`config.mk`:
```
export PLATFORM = sky130hd
export DESIGN_NAME = dma_addr_gen
export DESIGN_NICKNAME = d
export VERILOG_FILES = /design/src/rtl/dma_ag_pkg.sv /design/src/rtl/dma_ag_ofs_ctr.sv /design/src/rtl/dma_ag_cnt_ctr.sv /design/src/rtl/dma_ag_map.sv /design/src/rtl/dma_addr_gen.sv
export SDC_FILE = /design/constraint.sdc
export NUM_CORES = 1
export LEC_CHECK = 0
export BUFFER_PORTS_ARGS = -buffer_cell sky130_fd_sc_hd__buf_4
export CAP_MARGIN = 0
export CORE_UTILIZATION = 40
export CTS_CLUSTER_SIZE = 20
export DETAILED_ROUTE_END_ITERATION = 6
export PLACE_DENSITY = 0.69
export SYNTH_ARGS = -nofsm -noshare
export SYNTH_HDL_FRONTEND = slang
export SYNTH_HIERARCHICAL = 1
export SYNTH_SLANG_ARGS = --single-unit
```
`constraint.sdc`:
```
create_clock -name clk -period 2.9 [get_ports clk]
set_input_delay 0.58 -clock clk [delete_from_list [all_inputs] [get_ports clk]]
set_output_delay 0.58 -clock clk [all_outputs]
set_load 0.05 [all_outputs]
```
`src/rtl/dma_ag_pkg.sv`:
```
// Shared widths and types for the DMA address generator.
package dma_ag_pkg;
    parameter int PAGE_W = 8;
    parameter int OFS_W  = 16;
    parameter int CNT_W  = 16;
    localparam int PHYS_W = PAGE_W + OFS_W;

    // Transfer width latched at load.
    typedef enum logic {
        XFER_BYTE = 1'b0,
        XFER_WORD = 1'b1
    } xfer_width_e;
endpackage

```
`src/rtl/dma_ag_ofs_ctr.sv`:
```
// Offset counter: holds the current transfer offset.
// Assumes load and step are never both high (the caller gives load priority).
// Wraps modulo 2**OFS_W, so the offset never carries into the page bits.
module dma_ag_ofs_ctr #(
    parameter int OFS_W = 16
) (
    input  logic             clk,
    input  logic             rst_n,
    input  logic             load_i,
    input  logic [OFS_W-1:0] load_val_i,
    input  logic             step_i,
    output logic [OFS_W-1:0] ofs_o
);
    logic [OFS_W-1:0] ofs_q;

    // Load, step by one unit with wrap, or hold.
    always_ff @(posedge clk) begin
        if (!rst_n) begin
            ofs_q <= '0;
        end else if (load_i) begin
            ofs_q <= load_val_i;
        end else if (step_i) begin
            ofs_q <= ofs_q + OFS_W'(1);
        end
    end

    assign ofs_o = ofs_q;
endmodule

```
`src/rtl/dma_ag_cnt_ctr.sv`:
```
// Down counter for the remaining transfers, stored as count minus one.
// last_o flags that the next accepted step is the final transfer.
// Assumes load and step are never both high.
module dma_ag_cnt_ctr #(
    parameter int CNT_W = 16
) (
    input  logic             clk,
    input  logic             rst_n,
    input  logic             load_i,
    input  logic [CNT_W-1:0] load_val_i,
    input  logic             step_i,
    output logic [CNT_W-1:0] cnt_o,
    output logic             last_o
);
    logic [CNT_W-1:0] cnt_q;

    // Load, or decrement with wrap from zero to all ones.
    always_ff @(posedge clk) begin
        if (!rst_n) begin
            cnt_q <= '0;
        end else if (load_i) begin
            cnt_q <= load_val_i;
        end else if (step_i) begin
            cnt_q <= cnt_q - CNT_W'(1);
        end
    end

    // The final transfer is the one taken while the count reads zero.
    assign last_o = (cnt_q == '0);
    assign cnt_o  = cnt_q;
endmodule

```
`src/rtl/dma_ag_map.sv`:
```
// Combinational mapping of page and offset onto a physical byte address.
// Byte width: {page, offset}. Word width: {page[high:1], offset, 0}.
// Assumes PAGE_W >= 2.
module dma_ag_map
    import dma_ag_pkg::*;
#(
    parameter int PAGE_W = 8,
    parameter int OFS_W  = 16,
    localparam int PW    = PAGE_W + OFS_W
) (
    input  logic [PAGE_W-1:0] page_i,
    input  logic [OFS_W-1:0]  ofs_i,
    input  xfer_width_e       width_i,
    output logic [PW-1:0]     phys_o
);
    logic [PW-1:0] byte_addr;
    logic [PW-1:0] word_addr;

    // Byte view: the page sits directly above the offset.
    assign byte_addr = {page_i, ofs_i};
    // Word view: the offset is scaled by two and page bit 0 is dropped.
    assign word_addr = {page_i[PAGE_W-1:1], ofs_i, 1'b0};

    // Pick the view for the latched width.
    always_comb begin
        phys_o = (width_i == XFER_WORD) ? word_addr : byte_addr;
    end
endmodule

```
`src/rtl/dma_addr_gen.sv`:
```
// Single-channel DMA address generator, top level.
// Captures page, start offset, count and options on load_i, then steps on
// each adv_i. Raises a sticky terminal flag after the final transfer.
// Assumes adv_i is a one-cycle pulse per completed transfer.
module dma_addr_gen
    import dma_ag_pkg::*;
#(
    parameter int PG_W = dma_ag_pkg::PAGE_W,
    parameter int OF_W = dma_ag_pkg::OFS_W,
    parameter int CN_W = dma_ag_pkg::CNT_W,
    localparam int PA_W = PG_W + OF_W
) (
    input  logic            clk,
    input  logic            rst_n,
    input  logic [PG_W-1:0] page_i,
    input  logic [OF_W-1:0] base_ofs_i,
    input  logic [CN_W-1:0] base_cnt_i,
    input  logic            word_mode_i,
    input  logic            auto_init_i,
    input  logic            load_i,
    input  logic            adv_i,
    output logic [PA_W-1:0] phys_addr_o,
    output logic [CN_W-1:0] cur_cnt_o,
    output logic            tc_o
);
    logic [PG_W-1:0] page_q;
    logic [OF_W-1:0] base_ofs_q;
    logic [CN_W-1:0] base_cnt_q;
    logic            word_q;
    logic            auto_q;
    logic            armed_q;
    logic            tc_q;

    logic            step;
    logic            last;
    logic            term;
    logic            restore;
    logic            ctr_load;
    logic            ctr_step;
    logic [OF_W-1:0] ofs_load_val;
    logic [CN_W-1:0] cnt_load_val;
    logic [OF_W-1:0] cur_ofs;
    xfer_width_e     width;

    // An advance counts only on an armed channel without a competing load.
    assign step     = adv_i && armed_q && !load_i;
    assign term     = step && last;
    assign restore  = term && auto_q;
    assign ctr_load = load_i || restore;
    assign ctr_step = step && !restore;

    // A fresh load takes the ports; an autoinitialise restore takes the shadows.
    always_comb begin
        ofs_load_val = load_i ? base_ofs_i : base_ofs_q;
        cnt_load_val = load_i ? base_cnt_i : base_cnt_q;
    end

    // Shadow registers captured on load.
    always_ff @(posedge clk) begin
        if (!rst_n) begin
            page_q     <= '0;
            base_ofs_q <= '0;
            base_cnt_q <= '0;
            word_q     <= 1'b0;
            auto_q     <= 1'b0;
        end else if (load_i) begin
            page_q     <= page_i;
            base_ofs_q <= base_ofs_i;
            base_cnt_q <= base_cnt_i;
            word_q     <= word_mode_i;
            auto_q     <= auto_init_i;
        end
    end

    // Channel run state and sticky terminal flag.
    always_ff @(posedge clk) begin
        if (!rst_n) begin
            armed_q <= 1'b0;
            tc_q    <= 1'b0;
        end else if (load_i) begin
            armed_q <= 1'b1;
            tc_q    <= 1'b0;
        end else if (term) begin
            armed_q <= auto_q;
            tc_q    <= 1'b1;
        end
    end

    dma_ag_ofs_ctr #(.OFS_W(OF_W)) u_ofs (
        .clk        (clk),
        .rst_n      (rst_n),
        .load_i     (ctr_load),
        .load_val_i (ofs_load_val),
        .step_i     (ctr_step),
        .ofs_o      (cur_ofs)
    );

    dma_ag_cnt_ctr #(.CNT_W(CN_W)) u_cnt (
        .clk        (clk),
        .rst_n      (rst_n),
        .load_i     (ctr_load),
        .load_val_i (cnt_load_val),
        .step_i     (ctr_step),
        .cnt_o      (cur_cnt_o),
        .last_o     (last)
    );

    assign width = word_q ? XFER_WORD : XFER_BYTE;

    dma_ag_map #(.PAGE_W(PG_W), .OFS_W(OF_W)) u_map (
        .page_i  (page_q),
        .ofs_i   (cur_ofs),
        .width_i (width),
        .phys_o  (phys_addr_o)
    );

    assign tc_o = tc_q;
endmodule

```
==> flow_summary.html <==
<table>
<tr><th>Metric</th><th>Value</th></tr>
<tr><th colspan="2">Routing</th></tr>
<tr><td>Count of nets left with antenna violations after detail routing</td><td>0</td></tr>
<tr><td>Detailed-route wire length</td><td>just over 8 mm</td></tr>
<tr><td>Drc violations</td><td>0</td></tr>
<tr><td>Total number of vias</td><td>2868</td></tr>
<tr><td>Number of search-and-repair iterations in the first detailed-routing pass</td><td>4</td></tr>
<tr><td>Post-detailed-route wirelength per cell</td><td>about 14 um</td></tr>
<tr><td>Ratio of routed vias to standard cells</td><td>4.92</td></tr>
<tr><td>Iteration-0 DRC Markers</td><td>47</td></tr>
<tr><th colspan="2">Timing</th></tr>
<tr><td>Setup repair after global routing missed its margin</td><td>false</td></tr>
<tr><td>Worst clock skew</td><td>0.00967 ns</td></tr>
<tr><td>Least-Margin Pin Slew</td><td>0.740 ns</td></tr>
<tr><td>Relative slew margins</td><td>0.506</td></tr>
<tr><td>Sum of negative setup slack</td><td>0 ns</td></tr>
<tr><td>Maximum operating frequency</td><td>0.371 GHz</td></tr>
<tr><td>Total of endpoints with negative setup slack in the final report</td><td>0</td></tr>
<tr><td>Count of final max-slew check failures</td><td>0</td></tr>
<tr><td>Post-route minimum period</td><td>2.69 ns</td></tr>
<tr><td>Hold violation count in the final report</td><td>0</td></tr>
<tr><td>Minimum setup slack in the final design</td><td>around 0.2 ns</td></tr>
<tr><td>Final clock period utilization by the worst path</td><td>0.929</td></tr>
<tr><th colspan="2">Floorplan</th></tr>
<tr><td>Die width</td><td>100 um</td></tr>
<tr><td>Core area</td><td>9330 um2</td></tr>
<tr><td>Initial Util</td><td>0.416</td></tr>
<tr><td>Vert. Die Dim</td><td>100 um</td></tr>
<tr><td>I/O pin count</td><td>87</td></tr>
<tr><td>Die area</td><td>10100 um2</td></tr>
<tr><td>Std-Cell Rows</td><td>35</td></tr>
<tr><th colspan="2">Global routing</th></tr>
<tr><td>Global-route wire length before repair</td><td>13.3 mm</td></tr>
<tr><td>Vias in the first global route</td><td>2804</td></tr>
<tr><td>Antenna violations before repair</td><td>0</td></tr>
<tr><td>Overall track demand over capacity in global routing</td><td>0.169</td></tr>
<tr><td>Overflow left after global routing</td><td>0</td></tr>
<tr><td>Largest net degree at the start of global routing</td><td>75</td></tr>
<tr><th colspan="2">CTS</th></tr>
<tr><td>Deepest clock path buffer count</td><td>2</td></tr>
<tr><td>Total number of clock tree sinks</td><td>76</td></tr>
<tr><td>Register clock-pin slew on the reported worst setup and hold paths</td><td>0.08 ns</td></tr>
<tr><td>Total of cells resized after clock tree synthesis</td><td>0</td></tr>
<tr><td>CTS tree</td><td>built</td></tr>
<tr><td>Hold-fix buffers at CTS</td><td>0</td></tr>
<tr><td>Number of buffers inserted during clock tree synthesis</td><td>9</td></tr>
<tr><td>Post-CTS Repair Setup Buffers</td><td>0</td></tr>
<tr><td>Root Buffer</td><td>clkbuf_8</td></tr>
<tr><td>Max H-tree Level</td><td>3</td></tr>
<tr><td>Later-pin clock latency in the skew report</td><td>0.34 ns</td></tr>
<tr><th colspan="2">Synth</th></tr>
<tr><td>Ys Warns</td><td>6</td></tr>
<tr><td>Sequential-to-total area share from yosys stat</td><td>0.392</td></tr>
<tr><td>Predominant post-synthesis flop cell</td><td>dfxtp_1</td></tr>
<tr><td>Unique masters post-synth</td><td>43</td></tr>
<tr><td>Yosys reg bits</td><td>76</td></tr>
<tr><td>Per-instance average area after synthesis</td><td>10.5 um2</td></tr>
<tr><td>Combined area of all synthesized cells</td><td>between 3000 and 4000 um2</td></tr>
<tr><td>Cell type contributing the most total cell area after synthesis</td><td>dfxtp_1</td></tr>
<tr><td>Area share of the largest cell type after synthesis</td><td>0.392</td></tr>
<tr><td>Fraction of registers with async set/reset</td><td>0</td></tr>
<tr><td>Synth Instances</td><td>370</td></tr>
<tr><td>EDFF count, synth</td><td>0</td></tr>
<tr><td>Synth top area cells</td><td>dfxtp_1 (39%), mux2_4 (9.3%), mux2_2 (7.0%)</td></tr>
<tr><td>Total nets after synthesis</td><td>418</td></tr>
<tr><th colspan="2">Power and ir drop</th></tr>
<tr><td>Areal power density over the cells</td><td>about 550 nW/um2</td></tr>
<tr><td>Leakage component of the power</td><td>2.06 nW</td></tr>
<tr><td>Overall Power</td><td>0.00265 W</td></tr>
<tr><td>Worst-case vdd ir drop</td><td>369 uV</td></tr>
<tr><th colspan="2">Cells and area</th></tr>
<tr><td>Area added between synthesis and finish</td><td>23.8%</td></tr>
<tr><td>Core Util, Final</td><td>0.515</td></tr>
<tr><td>Fin nets</td><td>498</td></tr>
<tr><td>Share of cells above drive strength 1</td><td>0.405</td></tr>
<tr><td>Diode insertion count for antenna repair</td><td>0</td></tr>
<tr><td>Leading cell type in the layout, fill and taps excluded</td><td>buf_4</td></tr>
<tr><td>Top library cells by usage in the layout, fill and taps aside</td><td>buf_4 (98), dfxtp_1 (72), and2_1 (33)</td></tr>
<tr><th colspan="2">Setup path</th></tr>
<tr><td>Data required time at the worst endpoint</td><td>~3.1 ns</td></tr>
<tr><td>FF-to-FF End</td><td>u_cnt/cnt_o[13]</td></tr>
<tr><td>Setup slack on the worst flop-to-flop path</td><td>0.21 ns</td></tr>
<tr><td>FF-to-FF Start</td><td>u_cnt/cnt_o[0]</td></tr>
<tr><td>Data arrival time at the worst-slack endpoint</td><td>slightly below 3 ns</td></tr>
<tr><td>Largest fanout on the critical path</td><td>7</td></tr>
<tr><td>Crit start category</td><td>flop</td></tr>
<tr><td>Number of cells on the worst reg-to-reg path</td><td>10</td></tr>
<tr><td>Crit path kind</td><td>reg -&gt; reg</td></tr>
<tr><td>Kind of capture point of the worst setup path</td><td>flop</td></tr>
<tr><th colspan="2">Placed design</th></tr>
<tr><td>Gpl congestion</td><td>about 0.79</td></tr>
<tr><td>Final HPWL from detailed placement</td><td>5.79 mm</td></tr>
<tr><td>Buffers on Ports</td><td>86</td></tr>
<tr><td>Place WS</td><td>0.234 ns</td></tr>
<tr><th colspan="2">Worst hold path</th></tr>
<tr><td>Endpoint of the worst hold path</td><td>armed_q</td></tr>
<tr><td>Path type of the worst min-delay path</td><td>in -&gt; reg</td></tr>
<tr><td>Startpoint of the worst hold path</td><td>adv_i</td></tr>
<tr><td>Min-Delay Path Depth</td><td>2</td></tr>
<tr><th colspan="2">Status</th></tr>
<tr><td>Run status</td><td>finished, final reports clean</td></tr>
<tr><th colspan="2">Job</th></tr>
<tr><td>Reported max-cap violation count</td><td>0</td></tr>
</table>
synth_stat cells, types with 2 or more instances:
cell type,number
dfxtp_1,76
nor4_4,2
nor4_2,9
nand4_4,2
xor2_1,4
and2_1,33
mux2_4,24
mux2_2,24
o211a_1,7
or4_1,3
inv_1,7
nor2b_1,10
buf_4,7
nor3_1,6
mux2i_1,11
clkbuf_1,11
buf_2,3
nand4_1,4
xnor2_1,23
a211oi_1,2
a21oi_1,24
or3_1,2
a31oi_1,2
nor2_1,11
nand3_1,3
o21ai_0,22
buf_6,7
nand2_1,14
nor3_2,2
ha_1,2
report_power, final:
part           switching [W]  total [W]  internal, W  leakage [nW]
logic               0.000313   0.000561     0.000249          1.32
clock network       0.000389   0.000914     0.000526         0.111
registers          0.0000639    0.00118      0.00111         0.630
per-stage QoR:
| step | area, um2 | hold slack [ns] | instances |
|---|---|---|---|
| after detailed placement | 4580 | 0.512 | 568 |
| after CTS | 4800 | 0.435 | 583 |
| final | 4800 | 0.449 | 583 |
| after global routing | 4800 | 0.443 | 583 |
| after floorplan | 3890 | 0.478 | 370 |
| after global placement | 4580 | 0.494 | 568 |
flip-flops by register name (all words and copies together), names as in the netlist:
register,cells
base_ofs_q,16
tc_o,1
u_cnt/cnt_o,16
word_q,1
u_ofs/ofs_o,16
page_q,8
base_cnt_q,16
auto_q,1
armed_q,1
how the worst max path moves through the flow:
stage	slack (ns)	startpoint	to
after floorplan	0.006	u_cnt/cnt_o[5]	u_cnt/cnt_o[4]
after global placement	0.29	u_cnt/cnt_o[5]	u_ofs/ofs_o[6]
after detailed placement	0.23	u_cnt/cnt_o[0]	u_cnt/cnt_o[13]
after CTS	0.21	u_cnt/cnt_o[0]	u_cnt/cnt_o[13]
after global routing	0.01	u_cnt/cnt_o[5]	u_ofs/ofs_o[10]
final	0.21	u_cnt/cnt_o[0]	u_cnt/cnt_o[13]
final cells by class:
class / count / area (um2)
fillers: 846 / 4530
multi-input cells: 257 / 2120
flip-flops and latches: 76 / 1530
repair buffers: 98 / 736
well taps: 129 / 161
clock buffers: 11 / 151
clock inverters: 4 / 72.6
inverters: 8 / 30.0
logic make-up after synthesis:
group | after synthesis | share of synthesized area
AO/OA/AOI/OAI | 62 | 0.0958
adder cells (fa/ha/maj) | 2 | 0.00645
AND/OR/NAND/NOR | 107 | 0.192
flip-flops | 76 | 0.392
multiplexers | 59 | 0.191
XOR/XNOR | 27 | 0.0610
buffers and inverters | 37 | 0.0613
worst max-delay path: stages (launching register included):
cell	delay (ns)
dfxtp_1	0.41
inv_1	0.07
ha_1	0.23
or4b_4	0.21
nor3_2	0.03
buf_4	0.15
a211oi_2	0.27
or4b_1	0.66
nor4_2	0.31
xnor2_1	0.15
a21oi_1	0.08
layer usage:
metal | track usage | routed length [um] | vias up
met5 | 0 | 0 | -
met4 | 0.0468 | 59 | 0
met3 | 0.0596 | 448 | 6
met2 | 0.278 | 3890 | 62
met1 | 0.209 | 3700 | 1344
li1 | - | - | 1456
(Power assumes the default switching activity.)
